`config.mk`:
```
export PLATFORM = sky130hd
export DESIGN_NAME = ir_pulse_capture
export DESIGN_NICKNAME = d
export VERILOG_FILES = /design/src/rtl/ircap_pkg.sv /design/src/rtl/ircap_tick.sv /design/src/rtl/ircap_sync.sv /design/src/rtl/ircap_engine.sv /design/src/rtl/ir_pulse_capture.sv
export SDC_FILE = /design/constraint.sdc
export NUM_CORES = 1
export LEC_CHECK = 0
export ABC_AREA = 1
export BUFFER_PORTS_ARGS = -buffer_cell sky130_fd_sc_hd__buf_2
export CORE_ASPECT_RATIO = 0.6
export CORE_UTILIZATION = 63
export CTS_CLUSTER_DIAMETER = 120
export CTS_CLUSTER_SIZE = 25
export DETAILED_ROUTE_END_ITERATION = 6
export PLACE_DENSITY = 0.89
export SYNTH_ARGS = -nofsm -noshare
export SYNTH_HDL_FRONTEND = slang
export SYNTH_HIERARCHICAL = 1
export SYNTH_SLANG_ARGS = --single-unit
```
`constraint.sdc`:
```
create_clock -name clk -period 3.3 [get_ports clk]
set_input_delay 0.33 -clock clk [delete_from_list [all_inputs] [get_ports clk]]
set_output_delay 0.33 -clock clk [all_outputs]
set_load 0.02 [all_outputs]
```
`src/rtl/ircap_pkg.sv`:
```
package ircap_pkg;
  typedef enum logic [1:0] {ST_IDLE, ST_RUN, ST_DONE} cap_state_e;

  localparam logic [7:0] ADDR_CTRL     = 8'h00;
  localparam logic [7:0] ADDR_TICK     = 8'h04;
  localparam logic [7:0] ADDR_RESTART  = 8'h08;
  localparam logic [7:0] ADDR_IRQ_EN   = 8'h0C;
  localparam logic [7:0] ADDR_IRQ_ACK  = 8'h10;
  localparam logic [7:0] ADDR_IRQ_STAT = 8'h14;
  localparam logic [7:0] ADDR_BANK     = 8'h40;

  localparam int CTRL_RX_BIT  = 0;
  localparam int CTRL_PW_BIT  = 13;
  localparam int TICK_LSB     = 8;
endpackage

```
`src/rtl/ircap_tick.sv`:
```
module ircap_tick #(
  parameter int DIV = 4,
  parameter int PW  = 13
) (
  input  logic          clk,
  input  logic          rst_n,
  input  logic          en,
  input  logic [PW-1:0] period,
  output logic          tick
);
  localparam int DW = (DIV > 1) ? $clog2(DIV) : 1;

  logic [DW-1:0] div_q;
  logic [PW-1:0] cnt_q;
  logic          div_hit, per_hit;

  assign div_hit = (div_q == DW'(DIV - 1));
  assign per_hit = ({1'b0, cnt_q} + 1'b1) >= {1'b0, period};

  always_ff @(posedge clk or negedge rst_n) begin
    if (!rst_n) begin
      div_q <= '0;
      cnt_q <= '0;
      tick  <= 1'b0;
    end else if (!en) begin
      div_q <= '0;
      cnt_q <= '0;
      tick  <= 1'b0;
    end else begin
      tick <= div_hit && per_hit;
      if (div_hit) begin
        div_q <= '0;
        cnt_q <= per_hit ? '0 : cnt_q + 1'b1;
      end else begin
        div_q <= div_q + 1'b1;
      end
    end
  end

  // no tick once the enables are dropped
  assert_tick_gated_R2: assert property (@(posedge clk) disable iff (!rst_n)
    !en |=> !tick);
endmodule

```
`src/rtl/ircap_sync.sv`:
```
module ircap_sync (
  input  logic clk,
  input  logic rst_n,
  input  logic rx_n,
  output logic active
);
  logic s1_q, s2_q;

  always_ff @(posedge clk or negedge rst_n) begin
    if (!rst_n) begin
      s1_q <= 1'b1;
      s2_q <= 1'b1;
    end else begin
      s1_q <= rx_n;
      s2_q <= s1_q;
    end
  end

  assign active = ~s2_q;
endmodule

```
`src/rtl/ircap_engine.sv`:
```
module ircap_engine
  import ircap_pkg::*;
#(
  parameter int WORDS = 17,
  parameter int WW    = 8,
  parameter int PER   = 4
) (
  input  logic                       clk,
  input  logic                       rst_n,
  input  logic                       tick,
  input  logic                       active,
  input  logic                       restart,
  output logic [WORDS-1:0][WW*PER-1:0] bank,
  output logic                       done_pulse
);
  localparam int SLOTS = WORDS * PER;
  localparam int IW    = $clog2(SLOTS + 1);
  localparam logic [WW-1:0] MAXW = {WW{1'b1}};

  cap_state_e      state_q;
  logic [IW-1:0]   idx_q;
  logic [WW-1:0]   cnt_q;
  logic            cur_q, prev_q;

  always_ff @(posedge clk or negedge rst_n) begin
    if (!rst_n) begin
      state_q    <= ST_IDLE;
      idx_q      <= '0;
      cnt_q      <= '0;
      cur_q      <= 1'b0;
      prev_q     <= 1'b0;
      bank       <= '0;
      done_pulse <= 1'b0;
    end else if (restart) begin
      state_q    <= ST_IDLE;
      idx_q      <= '0;
      cnt_q      <= '0;
      cur_q      <= 1'b0;
      bank       <= '0;
      done_pulse <= 1'b0;
    end else begin
      done_pulse <= 1'b0;
      if (tick) begin
        prev_q <= active;
        unique case (state_q)
          ST_IDLE: if (active && !prev_q) begin
            state_q <= ST_RUN;
            cur_q   <= 1'b1;
            cnt_q   <= WW'(1);
          end
          ST_RUN: if (active == cur_q) begin
            if (cnt_q != MAXW) cnt_q <= cnt_q + 1'b1;
            if (!cur_q && cnt_q == MAXW - 1'b1) begin
              for (int w = 0; w < WORDS; w++)
                for (int s = 0; s < PER; s++)
                  if (idx_q == IW'(w * PER + s)) bank[w][s*WW +: WW] <= MAXW;
              state_q    <= ST_DONE;
              done_pulse <= 1'b1;
            end
          end else begin
            for (int w = 0; w < WORDS; w++)
              for (int s = 0; s < PER; s++)
                if (idx_q == IW'(w * PER + s)) bank[w][s*WW +: WW] <= cnt_q;
            idx_q <= idx_q + 1'b1;
            cur_q <= active;
            cnt_q <= WW'(1);
            if (idx_q == IW'(SLOTS - 1)) begin
              state_q    <= ST_DONE;
              done_pulse <= 1'b1;
            end
          end
          default: ;
        endcase
      end
    end
  end

  // slot index never runs past the bank
  assert_slot_in_range_R7: assert property (@(posedge clk) disable iff (!rst_n)
    idx_q <= IW'(SLOTS));
  // a stopped capture keeps its bank
  assert_bank_frozen_R8: assert property (@(posedge clk) disable iff (!rst_n)
    (state_q == ST_DONE && !restart) |=> $stable(bank));
  // restart empties the bank and rearms
  assert_restart_clears_R9: assert property (@(posedge clk) disable iff (!rst_n)
    restart |=> (bank == '0 && state_q == ST_IDLE && idx_q == '0));
  // a message opens with a mark at slot 0
  assert_mark_first_R3: assert property (@(posedge clk) disable iff (!rst_n)
    (state_q == ST_RUN && $past(state_q) == ST_IDLE) |-> (cur_q && idx_q == '0));
endmodule

```
`src/rtl/ir_pulse_capture.sv`:
```
module ir_pulse_capture
  import ircap_pkg::*;
#(
  parameter int WORDS      = 17,
  parameter int WW         = 8,
  parameter int DIV        = 4,
  parameter int PW         = 13,
  parameter int PERIOD_RST = 3072
) (
  input  logic        clk,
  input  logic        rst_n,
  input  logic        ir_rx_n,
  input  logic        reg_wr,
  input  logic [7:0]  reg_addr,
  input  logic [31:0] reg_wdata,
  output logic [31:0] reg_rdata,
  output logic        irq
);
  localparam int PER = 32 / WW;

  logic          rx_en_q, pw_en_q, irq_en_q, stat_q;
  logic [PW-1:0] period_q;
  logic          tick, active, done_pulse, restart, ack;
  logic [WORDS-1:0][31:0] bank;

  assign restart = reg_wr && reg_addr == ADDR_RESTART && reg_wdata[0];
  assign ack     = reg_wr && reg_addr == ADDR_IRQ_ACK && reg_wdata[0];

  always_ff @(posedge clk or negedge rst_n) begin
    if (!rst_n) begin
      rx_en_q  <= 1'b0;
      pw_en_q  <= 1'b0;
      irq_en_q <= 1'b0;
      period_q <= PW'(PERIOD_RST);
      stat_q   <= 1'b0;
    end else begin
      if (reg_wr && reg_addr == ADDR_CTRL) begin
        rx_en_q <= reg_wdata[CTRL_RX_BIT];
        pw_en_q <= reg_wdata[CTRL_PW_BIT];
      end
      if (reg_wr && reg_addr == ADDR_TICK) period_q <= reg_wdata[TICK_LSB +: PW];
      if (reg_wr && reg_addr == ADDR_IRQ_EN) irq_en_q <= reg_wdata[0];
      if (done_pulse) stat_q <= 1'b1;
      else if (ack)   stat_q <= 1'b0;
    end
  end

  assign irq = stat_q & irq_en_q;

  always_comb begin
    reg_rdata = '0;
    unique case (reg_addr)
      ADDR_CTRL: begin
        reg_rdata[CTRL_RX_BIT] = rx_en_q;
        reg_rdata[CTRL_PW_BIT] = pw_en_q;
      end
      ADDR_TICK:     reg_rdata[TICK_LSB +: PW] = period_q;
      ADDR_IRQ_EN:   reg_rdata[0] = irq_en_q;
      ADDR_IRQ_STAT: reg_rdata[0] = stat_q;
      default: begin
        for (int w = 0; w < WORDS; w++)
          if (reg_addr == 8'(ADDR_BANK + 4 * w)) reg_rdata = bank[w];
      end
    endcase
  end

  ircap_tick #(.DIV(DIV), .PW(PW)) u_tick (
    .clk(clk), .rst_n(rst_n), .en(rx_en_q && pw_en_q),
    .period(period_q), .tick(tick));

  ircap_sync u_sync (.clk(clk), .rst_n(rst_n), .rx_n(ir_rx_n), .active(active));

  ircap_engine #(.WORDS(WORDS), .WW(WW), .PER(PER)) u_eng (
    .clk(clk), .rst_n(rst_n), .tick(tick), .active(active),
    .restart(restart), .bank(bank), .done_pulse(done_pulse));

  // a finished capture raises the status
  assert_done_sets_R6: assert property (@(posedge clk) disable iff (!rst_n)
    done_pulse |=> stat_q);
  // acknowledge clears the status when no new completion collides
  assert_ack_clears_R11: assert property (@(posedge clk) disable iff (!rst_n)
    (ack && !done_pulse) |=> !stat_q);
endmodule

```
### After elaboration in Yosys (flattened, before gate mapping)

Index checks and enable logic that the tools add are counted.
W data, S select, Z words.

| cells by class | value |
|---|---|
| muxes and demuxes | 200 |
| $lt $le $gt $ge | 1 |
| $add $sub $neg | 5 |
| reduce and logical (&&, ||, !) cells | 164 |
| eq/ne operators | 170 |
| bitwise logic cells | 3 |

Operator list:

| kind | number |
|---|---|
| $mux W544 | 5 |
| $mux W8 | 141 |
| $mux W32 | 17 |
| $reduce_and A5 Y1 | 69 |
| $eq A7 B6 Y1 const B | 32 |
| $ne A3 B3 Y1 const B | 70 |
| $reduce_bool A3 Y1 | 69 |
| $eq A8 B7 Y1 const B | 16 |
| $eq A7 B5 Y1 const B | 16 |
| $eq A7 B4 Y1 const B | 8 |
| $mux W13 | 3 |
| $mux W7 | 5 |
| $eq A7 B3 Y1 const B | 4 |
| $eq A7 B7 Y1 const B | 4 |
| $eq A8 B4 Y1 const B | 2 |
| $eq A8 B5 Y1 const B | 2 |
| $eq A8 B8 Y1 const B | 2 |
| $mux W2 | 8 |
| $pmux W8 S2 | 1 |
| $add A13 B1 Y14 const B | 1 |
| $eq A7 B2 Y1 const B | 2 |
| $ge A14 B13 Y1 | 1 |
| $pmux W7 S2 | 1 |
| $add A13 B1 Y13 const B | 1 |
| 34 further kinds | 63 |

| storage, ports and cells | value |
|---|---|
| output and inout bits | 33 |
| bits in registers | 599 |

### Logic depth before layout (Yosys ltp)

| logic depth | value |
|---|---|
| depth after elaboration | 19 |
| mapped depth | 18 |
| depth with buffers taken out | 17 |

### Cells and area by module

The synthesis kept the hierarchy.

Modules (own cells, without submodules):

| module | cells each | area an instance (um^2) | times used | sequential area each (um^2) |
|---|---|---|---|---|
| ircap_engine | 2740 | 24083.1 | 1 | 14113.5 |
| ir_pulse_capture | 1208 | 5720.5 | 1 | 427.9 |
| ircap_tick | 211 | 1480.2 | 1 | 400.4 |
| ircap_sync | 3 | 56.3 | 1 | 52.6 |

### Least setup slack after synthesis

OpenSTA, ideal clock, no wires.

| timing path | value |
|---|---|
| path kind | in2reg |
| from | input reg_addr[4] |
| to | register u_eng/bank[512] (netlist name) |
| data arrival time | 2.265 ns |
| required time | 3.183 ns |
| cell stages on the path | 12 |
| library setup time | 0.117 ns |
| buffers on the path | 2 |
| path slack | 0.918 ns |
| cell sequence | inv_1 nand2_1 nor3_1 inv_1 nor3_1 inv_2 buf_4 buf_2 o21ai_2 nand2_1 nand2_1 nand2_1 |

| on the way | value |
|---|---|
| longest elaborated chain between the ends | 5 |

Ends and longest elaborated chain:

| item | RTL line | text |
|---|---|---|
| start: declaration | ir_pulse_capture.sv:14 | `input logic [7:0] reg_addr,` |
| $eq A8 B4 Y1 (*) | ir_pulse_capture.sv:26 | `assign restart = reg_wr && reg_addr == ADDR_RESTART && reg_wdata[0];` |
| $logic_and A1 B1 Y1 (*) (2 in a row) | ir_pulse_capture.sv:26 |  |
| net restart | ir_pulse_capture.sv:23 | `logic tick, active, done_pulse, restart, ack;` |
| $ne A3 B3 Y1 (no source line), or another cell as far along | -- |  |
| $reduce_and A5 Y1 (no source line) | -- |  |
| end signal: indexed assignment | ircap_engine.sv:63 | `if (idx_q == IW'(w * PER + s)) bank[w][s*WW +: WW] <= cnt_q;` |
| end: declaration | ircap_engine.sv:13 | `output logic [WORDS-1:0][WW*PER-1:0] bank,` |

Mark *: on every way through the listed nets, which the timed path passes. The rest lies on a longest branch.
A chain may end at the register's enable or synchronous reset.

### Worst setup path after layout

| timing path | value |
|---|---|
| from | input reg_addr[7] |
| to | output reg_rdata[9] |

| on the way | value |
|---|---|
| longest elaborated chain between the ends | 19 |

Ends and longest elaborated chain:

| item | RTL line | text |
|---|---|---|
| $eq A8 B7 Y1 | ir_pulse_capture.sv:62 | `if (reg_addr == 8'(ADDR_BANK + 4 * w)) reg_rdata = bank[w];` |
| $mux W32 (17 in a row) | ir_pulse_capture.sv:62 |  |
| $pmux W5 S2 (*) | ir_pulse_capture.sv:52 | `unique case (reg_addr)` |
| end: declaration | ir_pulse_capture.sv:16 | `output logic [31:0] reg_rdata,` |

Every way passes the cells marked *; elsewhere a longest branch is shown, timed or not.

==> summary.md <==
| Metric | Value |
|---|---|
| Final GP Congestion | `0.9509` |
| CTS Buffer Depth | `3` |
| Die width | `289.9 um` |
| Highest Clock Rate | `308.9 MHz` |
| First-pass GRT wire length | `146,300 um` |
| Die Span Y | `174.8 um` |
| CTS tree | `yes` |
| Post-synth cell types | `46` |
| Row cnt | `62` |
| Mapped Nets | `4,227` |
| DR DRC count | `1` |
| Final core utilization | `69.55%` |
| Synth Instances | `4,162` |
| Reg2reg start | `u_tick/cnt_q[0]$_DFFE_PN0P_` |
| Largest net degree at the start of global routing | `87` |
| Crit. End Element | `primary output` |
| Mapped Area | `31,340 sq um` |
| Root Driver | `clkbuf_16` |
| CP Launch Point | `reg_addr[7]` |
| Period utilisation layout | `98.10%` |
| IO Pins | `77` |
| Max-Cap Viols | `0` |
| Initial Util | `64.64%` |
| Status | `complete, but fails checks` |
| CP Data Required Time | `2970 ps` |
| Hold Vio Cnt, Final | `0` |
| Gr ovfl total | `0` |
| Clock Skew | `23.97 ps` |
| Clock power share | `33.3%` |
| Unrepaired setup endpoints after global routing | `false` |
| Int Pwr | `0.009048 W` |
| Area grow syn2layout | `7.593%` |
| Nets | `4,234` |
| Relative slew slack | `41.02%` |
| CTS clk-pin slew, worst paths | `100 ps` |
| FF-to-FF path depth | `14` |
| Commonest non-fill, non-tap cells in the layout | `nand2_1, nand3_1, dfrtp_1, inv_1, nor2_1` |
| Post-placement cell count | `4,765` |
| Clock Latency Late Sink | `620 ps` |
| Clock buffer count from CTS | `27` |
| Setup CP Type | `in2out` |
| Met2 WL | `38,140 um` |
| Net Sw Frac | `23.62%` |
| Drt total wl | `91,090 um` |
| Met3 WL | `12,780 um` |
| CTS sink count | `599` |
| Die area | `50,670 sq um` |
| Layout cells sized above 1 | `10.41%` |
| Synth Register Bits | `599` |
| Vias in the first global route | `27,310` |
| Slew Limit Fails | `0` |
| Routed via count | `29,156` |
| DRT Pass-1 Iters | `7` |
| Routed metal-1 wire length | `37,530 um` |
| Top Layer Used | `met5` |
| Comb power frac | `4.4%` |
| Worst Hold Depth | `3` |
| H-tree depth | `1` |
| Ys Warns | `6` |
| Hold path start | `reg_wdata[13]` |
| Initial DRC count | `3,996` |
| NetSw | `0.002798 W` |
| Reg power frac | `62.3%` |
| Finished Layout Cells | `4,831` |
| WL/cell | `18.85 um` |
| PD cells | `351.3 nW/um^2` |
| Setup tns final | `0 ps` |
| Hold Crit Class | `in2reg` |
| Max rail drop VDD | `0.3898 mV` |
| GRT Util Overall | `35.99%` |
| Initial antenna violation count | `3` |
| Seq/Total Area, Yosys | `47.84%` |
| Core Region | `48,480 sq um` |
| Syn Area/Cell | `7.530 sq um` |
| Leak | `18.32 nW` |
| Most common cell after layout, fill and taps aside | `nand2_1` |
| CP Launch Type | `input port` |
| Final Critical Period | `3237 ps` |
| Hpwl dp | `61,600 um` |
| Final setup viols | `0` |
| CP arrival | `2910 ps` |
| Failing checks | `DRC` |
| CP max FO | `33` |
| # port buffers | `58` |
| Slew @ Worst Pin | `881.4 ps` |
| Antenna viol nets, final | `0` |
| Via-to-Cell Ratio | `6.035` |
worst max-delay path: stages:
cell and delay, ps:
buf_2 130, inv_2 80, nand2_2 100, nor2_4 330, nand2_2 120, buf_12 180, or2_2 280, nand2_1 70
nand4_1 120, nor2_1 170, nand4_1 140, nor2_2 190, nand4_1 360, buf_2 300
cells in the mapped netlist, drive strengths merged:
library cell	number	area share [%]
o21bai	4	0.096
a22o	1	0.028
clkinv	1	0.012
o211ai	1	0.024
nor2	246	3.3
xor2	4	0.11
a21oi	37	0.67
o2bb2ai	1	0.028
nand4	112	2.2
nand2	1820	23
and2	1	0.020
a31oi	2	0.040
nand3b	1	0.024
clkbuf	58	0.70
buf	146	2.6
o21ai	63	2.0
nor3	14	0.30
ha	21	0.84
or2	58	1.2
dfrtp	595	48
nor4	1	0.068
mux2	13	0.47
dfstp	4	0.34
inv	250	3.0
nand3	705	12
a21o	3	0.072
routing by layer:
| metal | track usage (%) | vias up |
|---|---|---|
| met2 | 52.23 | 1931 |
| met3 | 9.730 | 247 |
| met4 | 10.08 | 2 |
| met5 | 0 | - |
| li1 | - | 13285 |
| met1 | 53.11 | 13691 |
logic make-up (layout without fill, tap and decap cells):
group,count (synthesis),in the layout,share of synthesized area (%)
buffers and inverters,455,482,6.360
and+or+nand+nor,2958,2958,41.37
other,0,2,0
muxes,13,13,0.4671
AOI/OAI and AO/OA,112,112,3.010
adders and majority gates,21,21,0.8384
xor gates and xnor gates,4,4,0.1118
DFF,599,599,47.84
state kept, by name (all words and copies together), names as in the netlist:
| signal | count |
|---|---|
| irq_en_q | 1 |
| period_q | 13 |
| pw_en_q | 1 |
| rx_en_q | 1 |
| stat_q | 1 |
| u_eng/bank | 544 |
| u_eng/cnt_q | 8 |
| u_eng/cur_q | 1 |
| u_eng/done_pulse | 1 |
| u_eng/idx_q | 7 |
| u_eng/prev_q | 1 |
| u_eng/state_q | 2 |
| u_sync/s1_q | 1 |
| u_sync/s2_q | 1 |
| u_tick/cnt_q | 13 |
| u_tick/div_q | 2 |
| u_tick/tick | 1 |
power groups by stage:
stage | clock network [W] | logic (W) | registers [W]
final | 0.00394 | 0.000524 | 0.00738
after global routing | 0.00419 | 0.000565 | 0.00738
after CTS | 0.00392 | 0.000516 | 0.00738
after detailed placement | 0 | 0.000500 | 0.00752
after global placement | 0 | 0.000491 | 0.00752
after floorplan | 0 | 0.000194 | 0.00751
per-stage QoR:
stage	hold slack (ps)	total power [W]	worst slack (ps)	area (sq um)
floorplan	34.41	0.007706	918.0	31340
global placement	345.5	0.008011	210.4	32790
detailed placement	348.8	0.008021	197.6	32790
CTS	25.84	0.01181	186.6	33690
global route	31.73	0.01214	19.48	33720
finish	41.05	0.01185	62.83	33720
path summary, 6_finish.rpt:
path	slack, ps	endpoint
hold reg to reg	360	u_sync/s2_q$_DFF_PN1_
max in group asynchronous	2020	u_sync/s1_q$_DFF_PN1_
setup reg to reg	430	u_tick/cnt_q[3]$_DFFE_PN0P_
hold / removal	40	period_q[5]$_DFFE_PN0P_
setup / recovery	60	reg_rdata[9]
min in group asynchronous	320	u_eng/bank[61]$_DFFE_PN0P_
timing repair:
item / in CTS / in global routing
gates resized for setup: 0 / 7
hold endpoints to repair: 83 / 0
setup buffers: 0 / 0
hold buffers: 15 / 0
setup endpoints to repair: 0 / 7
final cells by class:
| class | count | area [sq um] |
|---|---|---|
| inverters | 251 | 964.7 |
| diodes | 2 | 5.005 |
| multi-input cells | 3108 | 14450 |
| well taps | 640 | 800.8 |
| fillers | 3632 | 14760 |
| clock buffers | 49 | 758.2 |
| repair buffers | 182 | 1747 |
| flip-flops and latches | 599 | 14990 |
Note: power is estimated with default switching activity, not from simulation.
